[config.mk]
export PLATFORM = sky130hd
export DESIGN_NAME = warp_coalescer
export DESIGN_NICKNAME = d
export VERILOG_FILES = /design/src/rtl/coalesce_pkg.sv /design/src/rtl/coalesce_lane_seg.sv /design/src/rtl/coalesce_datapath.sv /design/src/rtl/coalesce_control.sv /design/src/rtl/warp_coalescer.sv
export SDC_FILE = /design/constraint.sdc
export NUM_CORES = 2
export LEC_CHECK = 0
export BUFFER_PORTS_ARGS = -buffer_cell sky130_fd_sc_hd__buf_2
export CORE_AREA = 2 2 364 366
export CTS_CLUSTER_DIAMETER = 80
export DETAILED_ROUTE_END_ITERATION = 10
export DIE_AREA = 0 0 366 368
export MAX_ROUTING_LAYER = met4
export PLACE_DENSITY = 0.8
export SYNTH_ARGS = -nofsm -noshare
export SYNTH_HDL_FRONTEND = slang
export SYNTH_SLANG_ARGS = --single-unit
[constraint.sdc]
create_clock -name clk -period 13 [get_ports clk]
set_input_delay 1.95 -clock clk [delete_from_list [all_inputs] [get_ports clk]]
set_output_delay 1.95 -clock clk [all_outputs]
set_load 0.03 [all_outputs]
[src/rtl/coalesce_pkg.sv]
package coalesce_pkg;
  localparam int SEG_SHIFT = 7;

  typedef struct packed {
    logic capture;
    logic advance;
  } ctrlStrobe_t;

  typedef enum logic [1:0] {
    PH_IDLE   = 2'd0,
    PH_ISSUE  = 2'd1,
    PH_REPORT = 2'd2
  } phase_t;
endpackage

[src/rtl/coalesce_lane_seg.sv]
module coalesce_lane_seg
  import coalesce_pkg::*;
#(
  parameter int IDXW = 24
) (
  input  logic [IDXW-1:0]           idx,
  input  logic [1:0]                sizeCode,
  output logic [IDXW+3-SEG_SHIFT-1:0] seg,
  output logic [3:0]                laneBytes
);
  localparam int ADDRW = IDXW + 3;

  logic [ADDRW-1:0] byteAddr;

  // byte address = index scaled by element size
  assign byteAddr  = {3'b000, idx} << sizeCode;
  assign seg       = byteAddr[ADDRW-1:SEG_SHIFT];
  assign laneBytes = 4'd1 << sizeCode;
endmodule

[src/rtl/coalesce_datapath.sv]
module coalesce_datapath
  import coalesce_pkg::*;
#(
  parameter int LANES = 32,
  parameter int IDXW  = 24
) (
  input  logic                          clk,
  input  logic                          rstN,
  input  ctrlStrobe_t                   strobe,
  input  logic [LANES-1:0]              reqActive,
  input  logic [LANES-1:0][IDXW-1:0]    reqIdx,
  input  logic [LANES-1:0][1:0]         reqSize,
  output logic                          anyLeft,
  output logic                          lastTxn,
  output logic [IDXW+3-1:0]             txnAddr,
  output logic [LANES-1:0]              txnMask,
  output logic [$clog2(LANES+1)-1:0]    doneCount,
  output logic [$clog2(LANES*8+1)-1:0]  doneBytes
);
  localparam int ADDRW = IDXW + 3;
  localparam int SEGW  = ADDRW - SEG_SHIFT;
  localparam int CNTW  = $clog2(LANES+1);
  localparam int BYTEW = $clog2(LANES*8+1);
  localparam int LIDXW = $clog2(LANES);

  logic [LANES-1:0][SEGW-1:0] newSeg;
  logic [LANES-1:0][3:0]      newBytes;
  logic [LANES-1:0][SEGW-1:0] segQ;
  logic [LANES-1:0]           pendQ;
  logic [CNTW-1:0]            countQ;
  logic [BYTEW-1:0]           bytesQ;
  logic [BYTEW-1:0]           bytesSum;
  logic [LIDXW-1:0]           leadIdx;
  logic                       leadFound;
  logic [SEGW-1:0]            leadSeg;
  logic [LANES-1:0]           matchMask;

  for (genvar g = 0; g < LANES; g++) begin : gLane
    coalesce_lane_seg #(.IDXW(IDXW)) segGen_i (
      .idx      (reqIdx[g]),
      .sizeCode (reqSize[g]),
      .seg      (newSeg[g]),
      .laneBytes(newBytes[g])
    );
  end

  always_comb begin
    bytesSum = '0;
    for (int i = 0; i < LANES; i++) begin
      if (reqActive[i]) bytesSum = bytesSum + BYTEW'(newBytes[i]);
    end
  end

  // the lowest pending lane leads the next transaction
  always_comb begin
    leadIdx   = '0;
    leadFound = 1'b0;
    for (int i = 0; i < LANES; i++) begin
      if (pendQ[i] && !leadFound) begin
        leadIdx   = LIDXW'(i);
        leadFound = 1'b1;
      end
    end
  end

  assign leadSeg = segQ[leadIdx];

  // every pending lane in the leader's segment rides along
  always_comb begin
    for (int i = 0; i < LANES; i++) begin
      matchMask[i] = pendQ[i] && (segQ[i] == leadSeg);
    end
  end

  assign anyLeft   = |pendQ;
  assign lastTxn   = (pendQ & ~matchMask) == '0;
  assign txnMask   = matchMask;
  assign txnAddr   = {leadSeg, {SEG_SHIFT{1'b0}}};
  assign doneCount = countQ;
  assign doneBytes = bytesQ;

  always_ff @(posedge clk or negedge rstN) begin
    if (!rstN) begin
      segQ   <= '0;
      pendQ  <= '0;
      countQ <= '0;
      bytesQ <= '0;
    end else if (strobe.capture) begin
      segQ   <= newSeg;
      pendQ  <= reqActive;
      countQ <= '0;
      bytesQ <= bytesSum;
    end else if (strobe.advance) begin
      pendQ  <= pendQ & ~matchMask;
      countQ <= countQ + CNTW'(1);
    end
  end

  // the pending set only loses lanes between captures
  a_r4_pending_shrinks: assert property (@(posedge clk) disable iff (!rstN)
    !strobe.capture |=> (pendQ & ~$past(pendQ)) == '0);

  // never more transactions than lanes
  a_r8_count_limit: assert property (@(posedge clk) disable iff (!rstN)
    countQ <= CNTW'(LANES));

  // a serviced transaction removes its lanes
  a_r2_lanes_retired: assert property (@(posedge clk) disable iff (!rstN)
    strobe.advance |=> (pendQ & $past(matchMask)) == '0);
endmodule

[src/rtl/coalesce_control.sv]
module coalesce_control
  import coalesce_pkg::*;
(
  input  logic        clk,
  input  logic        rstN,
  input  logic        reqValid,
  input  logic        txnReady,
  input  logic        anyLeft,
  input  logic        lastTxn,
  output ctrlStrobe_t strobe,
  output logic        busy,
  output logic        txnValid,
  output logic        donePulse
);
  phase_t phaseQ, phaseD;

  assign busy           = phaseQ != PH_IDLE;
  assign txnValid       = (phaseQ == PH_ISSUE) && anyLeft;
  assign donePulse      = phaseQ == PH_REPORT;
  assign strobe.capture = (phaseQ == PH_IDLE) && reqValid;
  assign strobe.advance = txnValid && txnReady;

  always_comb begin
    phaseD = phaseQ;
    unique case (phaseQ)
      PH_IDLE:   if (reqValid) phaseD = PH_ISSUE;
      PH_ISSUE:  if (!anyLeft || (strobe.advance && lastTxn)) phaseD = PH_REPORT;
      PH_REPORT: phaseD = PH_IDLE;
      default:   phaseD = PH_IDLE;
    endcase
  end

  always_ff @(posedge clk or negedge rstN) begin
    if (!rstN) phaseQ <= PH_IDLE;
    else       phaseQ <= phaseD;
  end

  // completion follows the final handshake directly
  a_r7_done_after_last: assert property (@(posedge clk) disable iff (!rstN)
    (txnValid && txnReady && lastTxn) |=> donePulse);

  // the done strobe lasts a single cycle
  a_r7_single_pulse: assert property (@(posedge clk) disable iff (!rstN)
    donePulse |=> !donePulse);

  // a taken request raises busy
  a_r6_busy_after_accept: assert property (@(posedge clk) disable iff (!rstN)
    (reqValid && !busy) |=> busy);
endmodule

[src/rtl/warp_coalescer.sv]
module warp_coalescer
  import coalesce_pkg::*;
#(
  parameter int LANES = 32,
  parameter int IDXW  = 24
) (
  input  logic                          clk,
  input  logic                          rstN,
  input  logic                          reqValid,
  input  logic [LANES-1:0]              reqActive,
  input  logic [LANES-1:0][IDXW-1:0]    reqIdx,
  input  logic [LANES-1:0][1:0]         reqSize,
  output logic                          busy,
  output logic                          txnValid,
  input  logic                          txnReady,
  output logic [IDXW+3-1:0]             txnAddr,
  output logic [LANES-1:0]              txnMask,
  output logic                          donePulse,
  output logic [$clog2(LANES+1)-1:0]    doneCount,
  output logic [$clog2(LANES*8+1)-1:0]  doneBytes
);
  ctrlStrobe_t strobe;
  logic        anyLeft;
  logic        lastTxn;

  coalesce_control ctrl_i (
    .clk      (clk),
    .rstN     (rstN),
    .reqValid (reqValid),
    .txnReady (txnReady),
    .anyLeft  (anyLeft),
    .lastTxn  (lastTxn),
    .strobe   (strobe),
    .busy     (busy),
    .txnValid (txnValid),
    .donePulse(donePulse)
  );

  coalesce_datapath #(.LANES(LANES), .IDXW(IDXW)) dp_i (
    .clk      (clk),
    .rstN     (rstN),
    .strobe   (strobe),
    .reqActive(reqActive),
    .reqIdx   (reqIdx),
    .reqSize  (reqSize),
    .anyLeft  (anyLeft),
    .lastTxn  (lastTxn),
    .txnAddr  (txnAddr),
    .txnMask  (txnMask),
    .doneCount(doneCount),
    .doneBytes(doneBytes)
  );

  // a stalled transaction keeps its contents
  a_r5_hold_on_stall: assert property (@(posedge clk) disable iff (!rstN)
    (txnValid && !txnReady) |=> txnValid && $stable(txnAddr) && $stable(txnMask));

  // nothing is issued outside a group
  a_r6_valid_in_busy: assert property (@(posedge clk) disable iff (!rstN)
    txnValid |-> busy);

  // every transaction serves at least one lane
  a_r2_mask_nonempty: assert property (@(posedge clk) disable iff (!rstN)
    txnValid |-> $countones(txnMask) >= 1);
endmodule

==> qor.yml <==
maxCapViolations: 0
synth_top_area_share_pct: 28.1
power.density_nw_per_um2: 339
grt_pass1_vias: 59332
rows: 133
cts_buffers: 86
crit_fanout: 3
violations: "negative setup slack"
whs_ps: 477
vdd_drop_max_mv: 0.733
hold_path_depth: 2
drtPass1Iterations: 6
end_kind: "flip-flop"
cpMaxStageDelayCell: "fa_1"
leakage_nw: 34.6
tritoncts: "yes"
synth_area_um2: 61400
cts_num_sinks: 689
fillers: 12225
drcViolationCount: 0
dp_hpwl_um: 239000
grt_max_degree: 208
cts_root_buffer: "clkbuf_16"
cp_data_required_time_ps: 13530
critPathArrivalTime_ps: 26080
worst-setup-path-type: "input pin to flip-flop"
postSynthAreaPerCell_um2: 8.14
chipHeight_um: 368
gp_congestion: 1.11
fmax_ghz: 0.0391
min_from: "dp_i.doneBytes[4]"
clk_pin_slew_ps: 50
yosysSeqAreaShare_pct: 28.1
maxSlewViolCount: 0
ant_nets: 0
fin_setup_tns_ps: -105350
gr-total-overflow: 0
clk-insertion-delay-late_ps: 700
synth_seq_cells: 689
worst_path_largest_cell_delay_ps: 560
io_buffers: 809
fin_crit_sh_pct: 197
synth.largest_area_cell: "dfrtp_1"
ys_warn_count: 0
status: "complete, but fails checks"
cts_hold_buffers: 0
ys_async_sr_fraction_pct: 100
min_path_type: "flip-flop to flip-flop"
ys_types: 93
initial_core_util_pct: 47.0
period_minus_slack_ps: 25550
crit_top_cell: "fa_1"
cts_htree_levels: 3
syn_inst: 7548
nNetsFinal: 9535
area_growth_pct: 21.1
tightest_slew_ps: 1140
synth_area_leaders: "dfrtp_1, nand2_1, mux2i_1, xor2_1, o21ai_0"
grt_use_total_pct: 44.0
die_w_um: 366
wire_per_inst_um: 28.6
finalSetupViolations: 9
clk_path_buf_depth: 3
worstReg2RegEnd: "ctrl_i.phaseQ[0]"
worstHoldEndpoint: "dp_i.doneBytes[4]"
synth_edf_count: 0
ios: 945
critPathLaunchType: "input pin"
drt_iter0_drc: 7981
reg2reg_setup_slack_ps: 3900
timing.final.ws_setup_ps: -12550
fin_cells: 10351
slew-limit-headroom_pct: 24.1
finClkSkew_ps: 42.1
antenna_found_initial: 28
finalPower_w: 0.0252
worst_r2r_path_depth: 20
drive_gt1_share_pct: 24.2
num_vias: 63205
routed_wl_um: 296000
hold_violations: 0
grt_setup_unrepaired: "true"
pre_cts_ws_ps: -13750
dp_cells: 10118
reg2reg_from: "dp_i.pendQ[1]"
via_per_inst: 6.11
dieArea_um2: 135000
grt_first_pass_wirelength_um: 418000
synth_flop_cell: "dfrtp_1"
core_um2: 131000
[logic make-up after synthesis]
group / after synthesis / share of synthesized area [%]
flip-flops: 689 / 28.1
XOR/XNOR: 774 / 11.5
multiplexers: 815 / 15.6
AND/OR/NAND/NOR: 2659 / 19.4
other: 1 / 0.00611
buffers and inverters: 744 / 4.59
AO/OA/AOI/OAI: 1705 / 17.2
adder cells (fa/ha/maj): 161 / 3.64
[cell usage after synthesis, types with 4 or more instances]
| cell | count |
|---|---|
| xnor2_1 | 327 |
| nand3_1 | 29 |
| buf_1 | 68 |
| a31oi_1 | 34 |
| mux2_2 | 217 |
| and2_1 | 242 |
| nor3_1 | 70 |
| xnor3_2 | 6 |
| or2_2 | 10 |
| nand3b_1 | 4 |
| nor2_1 | 421 |
| mux4_2 | 90 |
| o211a_1 | 6 |
| xor2_1 | 421 |
| mux2i_1 | 507 |
| a311oi_1 | 58 |
| a22o_1 | 36 |
| dfrtp_1 | 689 |
| inv_1 | 175 |
| a211oi_1 | 180 |
| nand2_1 | 1437 |
| a211o_1 | 4 |
| nor4_1 | 83 |
| clkbuf_1 | 491 |
| o31ai_1 | 81 |
| a21boi_0 | 5 |
| o211ai_1 | 81 |
| o21ai_0 | 680 |
| nand2b_1 | 56 |
| a21oi_1 | 293 |
| buf_4 | 7 |
| o311ai_0 | 15 |
| nand4_1 | 92 |
| o21a_1 | 111 |
| fa_1 | 31 |
| xnor2_2 | 6 |
| o21ai_1 | 16 |
| xor2_2 | 6 |
| ha_1 | 126 |
| maj3_1 | 4 |
| and3_1 | 13 |
| o22ai_1 | 6 |
| nor2b_1 | 178 |
| a22oi_1 | 21 |
| a21o_1 | 41 |
[stage by stage]
| stage | cell area (µm²) | util [%] |
|---|---|---|
| 2_1_floorplan | 61700 | - |
| 3_3_place_gp | 70500 | 53.9 |
| 3_5_place_dp | 70500 | 53.9 |
| 4_1_cts | 74000 | 56.5 |
| 5_1_grt | 74400 | 56.9 |
| 6_report | 74400 | 56.9 |
[layer usage]
metal,wire length [µm],track usage [%],part of all wire (%),up-vias
met5,0,-,0,-
met4,20100,24.7,6.8,0
met3,34500,12.3,12,713
met2,125000,62.8,42,3711
met1,117000,55.9,39,30653
li1,-,-,-,28128
[registers in the layout, indices dropped and copies added (netlist names)]
signal          cells
dp_i.doneCount      6
dp_i.pendQ         32
dp_i.doneBytes      9
dp_i.segQ         640
ctrl_i.phaseQ       2
[worst max-delay path by stage]
stage / start / end / slack, ps / cells after the start
2_1_floorplan: reqSize[1] / dp_i.doneBytes[8] / -12360 / 114
3_3_place_gp: reqSize[0] / dp_i.doneBytes[8] / -13190 / 124
3_5_place_dp: reqSize[0] / dp_i.doneBytes[8] / -13750 / 124
4_1_cts: reqSize[0] / dp_i.doneBytes[8] / -12390 / 125
5_1_grt: reqSize[0] / dp_i.doneBytes[8] / -13710 / 119
6_report: reqSize[0] / dp_i.doneBytes[7] / -12550 / 124
[what timing repair did]
action | in CTS | in global routing
endpoints found under the setup margin | 9 | 9
gates resized for setup | 63 | 56
pin swaps | 33 | 40
buffers inserted | 43 | 17
[cells in the final DEF, fill, tap and decap left out, types with 24 or more instances in the layout]
cell type  netlist  layout
mux4_2          90      90
nand4_1         92      92
buf_2            2     805
dfrtp_1        689     689
clkbuf_16        0      86
buf_4            7     614
and2_1         242     241
nand3_1         29      28
xnor2_1        327     323
fa_1            31      28
mux2i_1        507     499
nor2_1         421     417
a21oi_1        293     267
o211ai_1        81      81
inv_1          175     164
o21ai_1         16      24
o31ai_1         81      77
xor2_1         421     418
nor4_1          83      83
a21o_1          41      41
mux2_2         217     214
a31oi_1         34      33
nand2b_1        56      51
o21a_1         111     110
o21ai_0        680     649
a22o_1          36      36
nor2b_1        178     168
nor3_1          70      70
a311oi_1        58      56
nand2_1       1437    1426
ha_1           126     114
a211oi_1       180     180
[worst max-delay path: cells and delay by family]
family / cells / cell delay [ps]
AOI/OAI and AO/OA: 21 / 2490
xor gates and xnor gates: 2 / 240
adders and majority gates: 30 / 13590
buffers and inverters: 31 / 2990
muxes: 7 / 1310
and+or+nand+nor: 33 / 3520
[layout make-up]
type / count / area (µm²) / area share (%)
multi-input combinational: 6121 / 42400 / 57.0
sequential: 689 / 17200 / 23.2
timing repair buffer: 1436 / 8930 / 12.0
clock buffer: 114 / 2400 / 3.22
tap: 1755 / 2200 / 2.95
inverter: 176 / 663 / 0.892
clock inverter: 39 / 529 / 0.712
antenna: 21 / 52.6 / 0.0707
[where the power goes]
part	internal (W)	switching, W
sequential	0.00314	0.00203
clock	0.00148	0.00106
combinational	0.00736	0.0102
total	0.0120	0.0133
(Power assumes the default switching activity.)
